--- src/rtl/psimd_pkg.sv ---
package psimd_pkg;

   typedef enum logic [2:0] {
      OP_ADD_WRAP = 3'd0,
      OP_SUB_WRAP = 3'd1,
      OP_ADD_US   = 3'd2,
      OP_SUB_US   = 3'd3,
      OP_ADD_SS   = 3'd4,
      OP_SUB_SS   = 3'd5,
      OP_MAX_U    = 3'd6,
      OP_ABSD_U   = 3'd7
   } psimd_op_e;

endpackage

--- src/rtl/psimd_addsub.sv ---
// One W-bit adder or subtractor (chosen by SUBTRACT) that exposes the wrapped
// result, the unsigned carry/borrow, and the signed-saturated result.
module psimd_addsub #(
   parameter int W        = 16,
   parameter bit SUBTRACT = 1'b0
) (
   input  logic [W-1:0] x,
   input  logic [W-1:0] y,
   output logic [W-1:0] wrap,
   output logic         carry,
   output logic [W-1:0] ssat
);
   localparam logic [W-1:0] SMAX = {1'b0, {(W-1){1'b1}}};
   localparam logic [W-1:0] SMIN = {1'b1, {(W-1){1'b0}}};

   logic [W:0] uwide;
   logic [W:0] swide;

   generate
      if (SUBTRACT) begin : g_sub
         always_comb begin
            uwide = {1'b0, x} - {1'b0, y};
            swide = {x[W-1], x} - {y[W-1], y};
         end
      end else begin : g_add
         always_comb begin
            uwide = {1'b0, x} + {1'b0, y};
            swide = {x[W-1], x} + {y[W-1], y};
         end
      end
   endgenerate

   assign wrap  = uwide[W-1:0];
   assign carry = uwide[W];
   assign ssat  = (swide[W] != swide[W-1]) ? (swide[W] ? SMIN : SMAX)
                                           : swide[W-1:0];
endmodule

--- src/rtl/psimd_lane.sv ---
// One lane: every operation is derived from one adder and one subtractor.
module psimd_lane
   import psimd_pkg::*;
#(
   parameter int W = 16
) (
   input  logic [2:0]   op,
   input  logic [W-1:0] a,
   input  logic [W-1:0] b,
   output logic [W-1:0] y
);
   localparam logic [W-1:0] UMAX = '1;

   logic [W-1:0] sum_wrap, sum_ss, dif_wrap, dif_ss;
   logic         sum_cy, dif_bw;
   logic [W-1:0] sum_us, dif_us, rdif_us;

   psimd_addsub #(.W(W), .SUBTRACT(1'b0)) u_add (
      .x(a), .y(b), .wrap(sum_wrap), .carry(sum_cy), .ssat(sum_ss));

   psimd_addsub #(.W(W), .SUBTRACT(1'b1)) u_sub (
      .x(a), .y(b), .wrap(dif_wrap), .carry(dif_bw), .ssat(dif_ss));

   assign sum_us  = sum_cy ? UMAX : sum_wrap;
   assign dif_us  = dif_bw ? '0 : dif_wrap;
   // b - a is the negation of the wrapped a - b; it is only positive on borrow
   assign rdif_us = dif_bw ? (~dif_wrap + 1'b1) : '0;

   always_comb begin
      unique case (psimd_op_e'(op))
         OP_ADD_WRAP: y = sum_wrap;
         OP_SUB_WRAP: y = dif_wrap;
         OP_ADD_US:   y = sum_us;
         OP_SUB_US:   y = dif_us;
         OP_ADD_SS:   y = sum_ss;
         OP_SUB_SS:   y = dif_ss;
         OP_MAX_U:    y = dif_us + b;
         OP_ABSD_U:   y = dif_us + rdif_us;
         default:     y = '0;
      endcase
   end
endmodule

--- src/rtl/psimd_sat_alu.sv ---
module psimd_sat_alu #(
   parameter int LANE_W = 16,
   parameter int LANES  = 4
) (
   input  logic                      clk,
   input  logic                      rst_n,
   input  logic                      in_valid,
   input  logic [2:0]                op,
   input  logic [LANES*LANE_W-1:0]   src_a,
   input  logic [LANES*LANE_W-1:0]   src_b,
   output logic                      out_valid,
   output logic [LANES*LANE_W-1:0]   result
);
   localparam int VEC_W = LANES * LANE_W;

   generate
      if (LANE_W < 2) begin : g_bad_width
         $error("psimd_sat_alu: LANE_W must be at least 2");
      end
      if (LANES < 1) begin : g_bad_lanes
         $error("psimd_sat_alu: LANES must be at least 1");
      end
   endgenerate

   logic [VEC_W-1:0] lane_y;

   generate
      for (genvar l = 0; l < LANES; l++) begin : g_lane
         psimd_lane #(.W(LANE_W)) u_lane (
            .op(op),
            .a (src_a[l*LANE_W +: LANE_W]),
            .b (src_b[l*LANE_W +: LANE_W]),
            .y (lane_y[l*LANE_W +: LANE_W]));
      end
   endgenerate

   always_ff @(posedge clk or negedge rst_n) begin
      if (!rst_n) begin
         out_valid <= 1'b0;
         result    <= '0;
      end else begin
         out_valid <= in_valid;
         if (in_valid) result <= lane_y;
      end
   end
endmodule

--- config.mk ---
export PLATFORM = sky130hd
export DESIGN_NAME = psimd_sat_alu
export DESIGN_NICKNAME = d
export VERILOG_FILES = /design/src/rtl/psimd_pkg.sv /design/src/rtl/psimd_addsub.sv /design/src/rtl/psimd_lane.sv /design/src/rtl/psimd_sat_alu.sv
export SDC_FILE = /design/constraint.sdc
export NUM_CORES = 1
export LEC_CHECK = 0
export BUFFER_PORTS_ARGS = -buffer_cell sky130_fd_sc_hd__buf_2
export CAP_MARGIN = 15
export CORE_MARGIN = 5
export CORE_UTILIZATION = 30
export CTS_CLUSTER_DIAMETER = 200
export DETAILED_ROUTE_END_ITERATION = 8
export RECOVER_POWER = 50
export SLEW_MARGIN = 20
export SYNTH_ARGS = -nofsm -noshare
export SYNTH_HDL_FRONTEND = slang
export SYNTH_SLANG_ARGS = --single-unit
--- constraint.sdc ---
create_clock -name clk -period 0.85 [get_ports clk]
set_input_delay 0.17 -clock clk [delete_from_list [all_inputs] [get_ports clk]]
set_output_delay 0.17 -clock clk [all_outputs]
set_load 0.005 [all_outputs]
======== Word-level counts from Yosys, hierarchy flattened ========
Index checks and enable logic that the tools add are counted.
storage, ports and cells
  register bits after elaboration ......... 65
  output and inout port bits .............. 65
cells by class
  add/sub/neg operators ................... 28
  multiplexer cells ....................... 32
  reduce and logical (&&, ||, !) cells .... 1
  bitwise operators ....................... 4
  equal/unequal tests ..................... 15
operator list
  operator                 number
  $pmux W16 S8             4
  $mux W16                 28
  $add A16 B16 Y17         8
  $sub A16 B16 Y17         8
  $add A16 B16 Y16         8
  $add A16 B1 Y16 const B  4
  $not A16 Y16             4
  $eq A3 B3 Y1 const B     4
  $ne A1 B1 Y1             8
  $eq A3 B2 Y1 const B     2
  $eq A3 B1 Y1 const B     1
  $logic_not A3 Y1         1

======== Longest topological paths before layout ========
  depth after elaboration ................. 6
  depth in mapped cells ................... 25

======== Modules after synthesis ========
Synthesis repeated with hierarchy kept, for this count alone.
unflattened totals
  cells, all modules ...................... 2,606
  area, all modules ....................... 20,524.7 um^2
modules (own cells, without submodules)
  module                                     times used  cells each  area an instance (um^2)
  psimd_addsub (g_lane[0].u_lane.u_sub ...)  4           144         1,109.8
  psimd_addsub (g_lane[1].u_lane.u_add ...)  3           140         1,129.8
  psimd_sat_alu                              1           136         2,703.8
  psimd_lane (g_lane[0].u_lane)              1           346         2,235.9
  psimd_lane (g_lane[1].u_lane)              1           324         2,220.9
  psimd_lane (g_lane[2].u_lane)              1           336         2,212.1
  psimd_lane (g_lane[3].u_lane)              1           334         2,162.1
  psimd_addsub (g_lane[0].u_lane.u_add)      1           134         1,161.1

======== Least setup slack after synthesis ========
OpenSTA, ideal clock, no wires.
  kind .................................... input -> register
  start ................................... input port src_a[32]
  end ..................................... register result[47]
  setup slack ............................. -4.330 ns
  arrival time ............................ 5.041 ns
  stages on the path ...................... 24
  library setup time ...................... 0.139 ns
  path buffers ............................ 1
  data required time ...................... 0.711 ns
  cells stage by stage .................... inv_1 ha_1 inv_1 fa_1 a21o_1 a311o_1 a31oi_4 a21oi_2 a311oi_4 clkbuf_1 nand3_1 o21ai_0 ha_1 a21o_1 a21o_1 a211oi_1 o211ai_1 and3_1 a2111oi_0 o21bai_1 a21oi_1 nor3_1 o21ai_0 a31oi_1
on the way
  word-level cells in the longest chain between the ends .. 6
  elaborated cells on any way between the ends .. 18
  those cells by class .................... 7 x add/sub; 2 x eq/ne; 8 x mux; 1 x bitwise
RTL lines
  what                  RTL line             source
  start, declared       psimd_sat_alu.sv:9   input logic [LANES*LANE_W-1:0] src_a,
  $sub A16 B16 Y17      psimd_addsub.sv:22   uwide = {1'b0, x} - {1'b0, y};
  $not A16 Y16          psimd_lane.sv:27     assign rdif_us = dif_bw ? (~dif_wrap + 1'b1) : '0;
  $add A16 B1 Y16       psimd_lane.sv:27
  $mux W16              psimd_lane.sv:27
  $add A16 B16 Y16      psimd_lane.sv:38     OP_ABSD_U: y = dif_us + rdif_us;
  $pmux W16 S8 (*)      psimd_lane.sv:30     unique case (psimd_op_e'(op))
  end signal, assigned  psimd_sat_alu.sv:43  if (in_valid) result <= lane_y;
  end, declared         psimd_sat_alu.sv:12  output logic [LANES*LANE_W-1:0] result
Mark *: on every way between the ends. The rest lies on a longest branch, timed or not.
A chain may end at the register's enable or synchronous reset.

======== Worst setup path after layout ========
  start ................................... input port src_a[48]
  end ..................................... register result[62]
The elaborated chain is that of the path after synthesis.

==> flow_summary_export.csv <==
group,metric,value,unit
synth,synth_ff_type,"dfrtp_1",
detailed_routing,dr_total_vias,22600,
worst_setup_path,startpoint,"src_a[48]",
sta,relSlewSlack,0.513,
sta,fin_tns_setup,-191.59,ns
worst_setup_path,path_max_fanout,2,
synth,synth-compound-area-share,0.330,
layout,final_util,0.533,
synth,synth-simple-area-share,0.233,
run_status,status,"complete, but fails checks",
sta,fmax,235,MHz
clock_tree,path_clk_slew,0.06,ns
global_routing,antenna_found_initial,0,
synth,synth_cell_type_count,106,
worst_setup_path,end_kind,"register",
synth,synthMuxAreaShare,0.00561,
placed_design,placedCellCount,4057,
sta,worst_pin_slew,0.731,ns
placed_design,port-buffer-count,198,
worst_setup_path,cp.depth,24,
worst_setup_path,cp_top_family,"compound AO/OA/AOI/OAI gates",
sta,rsz0062_at_grt,"yes",
placed_design,globalplace.congestion,0.964,
die,io_pins,199,
synth,synth_warnings,0,
detailed_routing,ant_nets,0,
synth,syn_avg_cell_area,7.05,um2
synth,synth_fa_ha_area_frac,0.166,
worst_setup_path,cpMostUsedCell,"a21o_1",
worst_setup_path,critPathSlowestCell,"or3_4",
sta,post-route-period-util,5.00,
layout,seq_area,1630,um2
clock_tree,clkLatencyLatePin,0.35,ns
sta,slew_viol_final,0,
sta,worst_slack,-3.40,ns
synth,ys_seq_elements,65,
die,start_util,0.301,
layout,syn2layout_area_growth,76.9,%
clock_tree,cts_buffers,9,
detailed_routing,wl,78400,um
layout,fillCellCount,5182,
global_routing,grt_max_degree,42,
die,core-area,54800,um2
detailed_routing,first_pass_iters,6,
clock_tree,cts_max_level,3,
die,die_area,59800,um2
placed_design,placed_area,25800,um2
layout,fin_cells,4211,
detailed_routing,wl_per_cell,18.6,um
worst_setup_path,cp_num_buf_inv,3,
synth,synthesis.area,16500,um2
global_routing,grt_pass1_vias,23200,
layout,design_area,29200,um2
worst_setup_path,arrival,4.48,ns
synth,ys_async_sr_fraction,1.00,
worst_setup_path,r2r_end,"result[63]",
synth,synth_top_family_by_area,"compound AO/OA/AOI/OAI gates",
worst_setup_path,r2r_cells,5,
detailed_routing,vias_per_cell,5.38,
power_and_ir_drop,fin_total_pwr,38.4,mW
global_routing,grt_pass1_wl,122000,um
die,die_h,244,um
sta,hold_viol_final,0,
power_and_ir_drop,vdd_drop_max,1010,uV
clock_tree,cts.sinks,65,
hold_path,hp-start,"src_b[48]",
synth,syn-num-nets,2680,
detailed_routing,drc,0,
synth,synthXorXnorAreaFrac,0.105,
layout,nets,3844,
sta,setup_viol,129,
sta,period_minus_slack,4.25,ns
worst_setup_path,crit_chain,"buf_12 -> inv_12 -> ha_4 -> inv_2 -> fa_2 -> a211oi_4 -> o211a_1 -> or3_4 -> a21o_1 -> o31ai_4 -> o31ai_2 -> ha_4 -> fa_2 -> a21o_1 -> a21o_1 -> a21o_1 -> o31a_1 -> a211o_1 -> a21o_1 -> a21oi_2 -> o21ai_1 -> xor2_1 -> a22oi_1 -> a31oi_1",
synth,synth_edf_count,0,
worst_setup_path,ff2ff_setup_slack,-0.23,ns
layout,drive_gt1_frac,0.476,
detailed_routing,drt-initial-drc-count,1559,
worst_setup_path,required,1.08,ns
global_routing,grt-ovfl-total,0,
sta,holdWs,0.352,ns
placed_design,pre_cts_ws,-3.89,ns
worst_setup_path,endpoint,"result[62]",
worst_setup_path,setup.worst_path.start_class,"primary input",
worst_setup_path,rr_startpoint,"result[63]",
power_and_ir_drop,powerDensity,1320,nW/um2
power_and_ir_drop,power.leakage,13.8,nW
worst_setup_path,cpPeakStageDelay,0.36,ns
synth,yosysSeqAreaShare,0.0986,
placed_design,hpwl,63400,um
sta,clock_skew,0,ns
global_routing,grt_usage,0.248,
layout,multiInputGateArea,16000,um2
worst_setup_path,path_class,"in -> reg",
hold_path,hold_class,"in -> reg",
clock_tree,clock_path_buffers,2,
flow_run,maxCapViolations,0,
layout,diodes,0,
clock_tree,cts_tree,"done",
die,die_w,244,um
synth,synth_cells,2338,
die,num_rows,86,
clock_tree,cts_root_buf,"clkbuf_16",
run_status,violations,"setup timing",
[worst min-delay path: stages]
cell and delay, ns:
buf_6 0.08, ha_4 0.16, buf_4 0.18, a221oi_2 0.07
[synth_stat cells (54+ instances only)]
cell / number / area, um2
xnor2_1: 140 / 1230
dfrtp_1: 65 / 1630
ha_1: 196 / 2450
nand2_1: 170 / 638
xor2_1: 56 / 490
o21ai_0: 152 / 761
nor2_1: 249 / 935
a21oi_1: 194 / 971
clkbuf_1: 88 / 330
inv_1: 143 / 537
nor3_1: 75 / 375
nand3_1: 54 / 270
[cells by family (layout without fill, tap and decap cells)]
group	after synthesis	after routing
compound gates	801	801
simple gates	792	792
fa+ha+maj	213	213
buf+inv	261	1430
xor+xnor	197	197
mux	9	9
flops	65	65
[state kept, by name, summed over array words and instances (netlist names)]
name and count:
result 64, out_valid 1
[where the power goes]
group          leakage [nW]  internal (mW)  total, mW  switching [mW]
registers             0.758           3.80       4.50           0.703
clock network         0.159           2.65       4.26            1.61
logic                  12.9           15.4       29.7            14.3
total                  13.8           21.8       38.4            16.6
[cell usage in the layout, fill, tap and decap left out, drive strengths merged, types with 34 or more instances in the layout]
cell | synthesis | routed
a21oi | 195 | 195
ha | 196 | 196
nand2b | 39 | 39
buf | 27 | 1264
a21o | 50 | 50
inv | 143 | 143
nor2 | 253 | 253
and2 | 34 | 34
xor2 | 56 | 56
nand2 | 171 | 171
o21ai | 156 | 156
dfrtp | 65 | 65
o22ai | 48 | 48
nand3 | 54 | 54
nor3 | 75 | 75
xnor2 | 141 | 141
[area by class of cell]
type,instances,area share
inverter,146,0.0214
tap,704,0.0302
multi-input combinational,2012,0.549
timing repair buffer,1268,0.333
clock buffer,11,0.00832
sequential,65,0.0559
clock inverter,5,0.00270
[repair_timing]
action / 4_1_cts / 5_1_grt
endpoints found under the hold margin: 65 / 0
buffers inserted: 83 / 61
cloned: 2 / 1
setup endpoints to repair: 129 / 129
resized for setup: 263 / 179
pin swaps: 111 / 153
hold buffers: 1 / 0
[worst min-delay path by stage]
stage	endpoint	slack, ns	cells past startpoint
detailed placement	result[24]	0.19	2
global route	result[48]	0.36	4
floorplan	out_valid	-0.13	0
CTS	out_valid	0.22	2
finish	result[48]	0.35	4
global placement	result[24]	0.19	2
[metal layers]
metal | GRT usage | up-vias | routed length [um]
met2 | 0.439 | 753 | 38000
met1 | 0.312 | 10900 | 33300
met4 | 0.0785 | 0 | 2710
li1 | - | 10900 | -
met5 | 0 | - | 0
met3 | 0.0325 | 160 | 4350
Note: power is estimated with default switching activity, not from simulation.
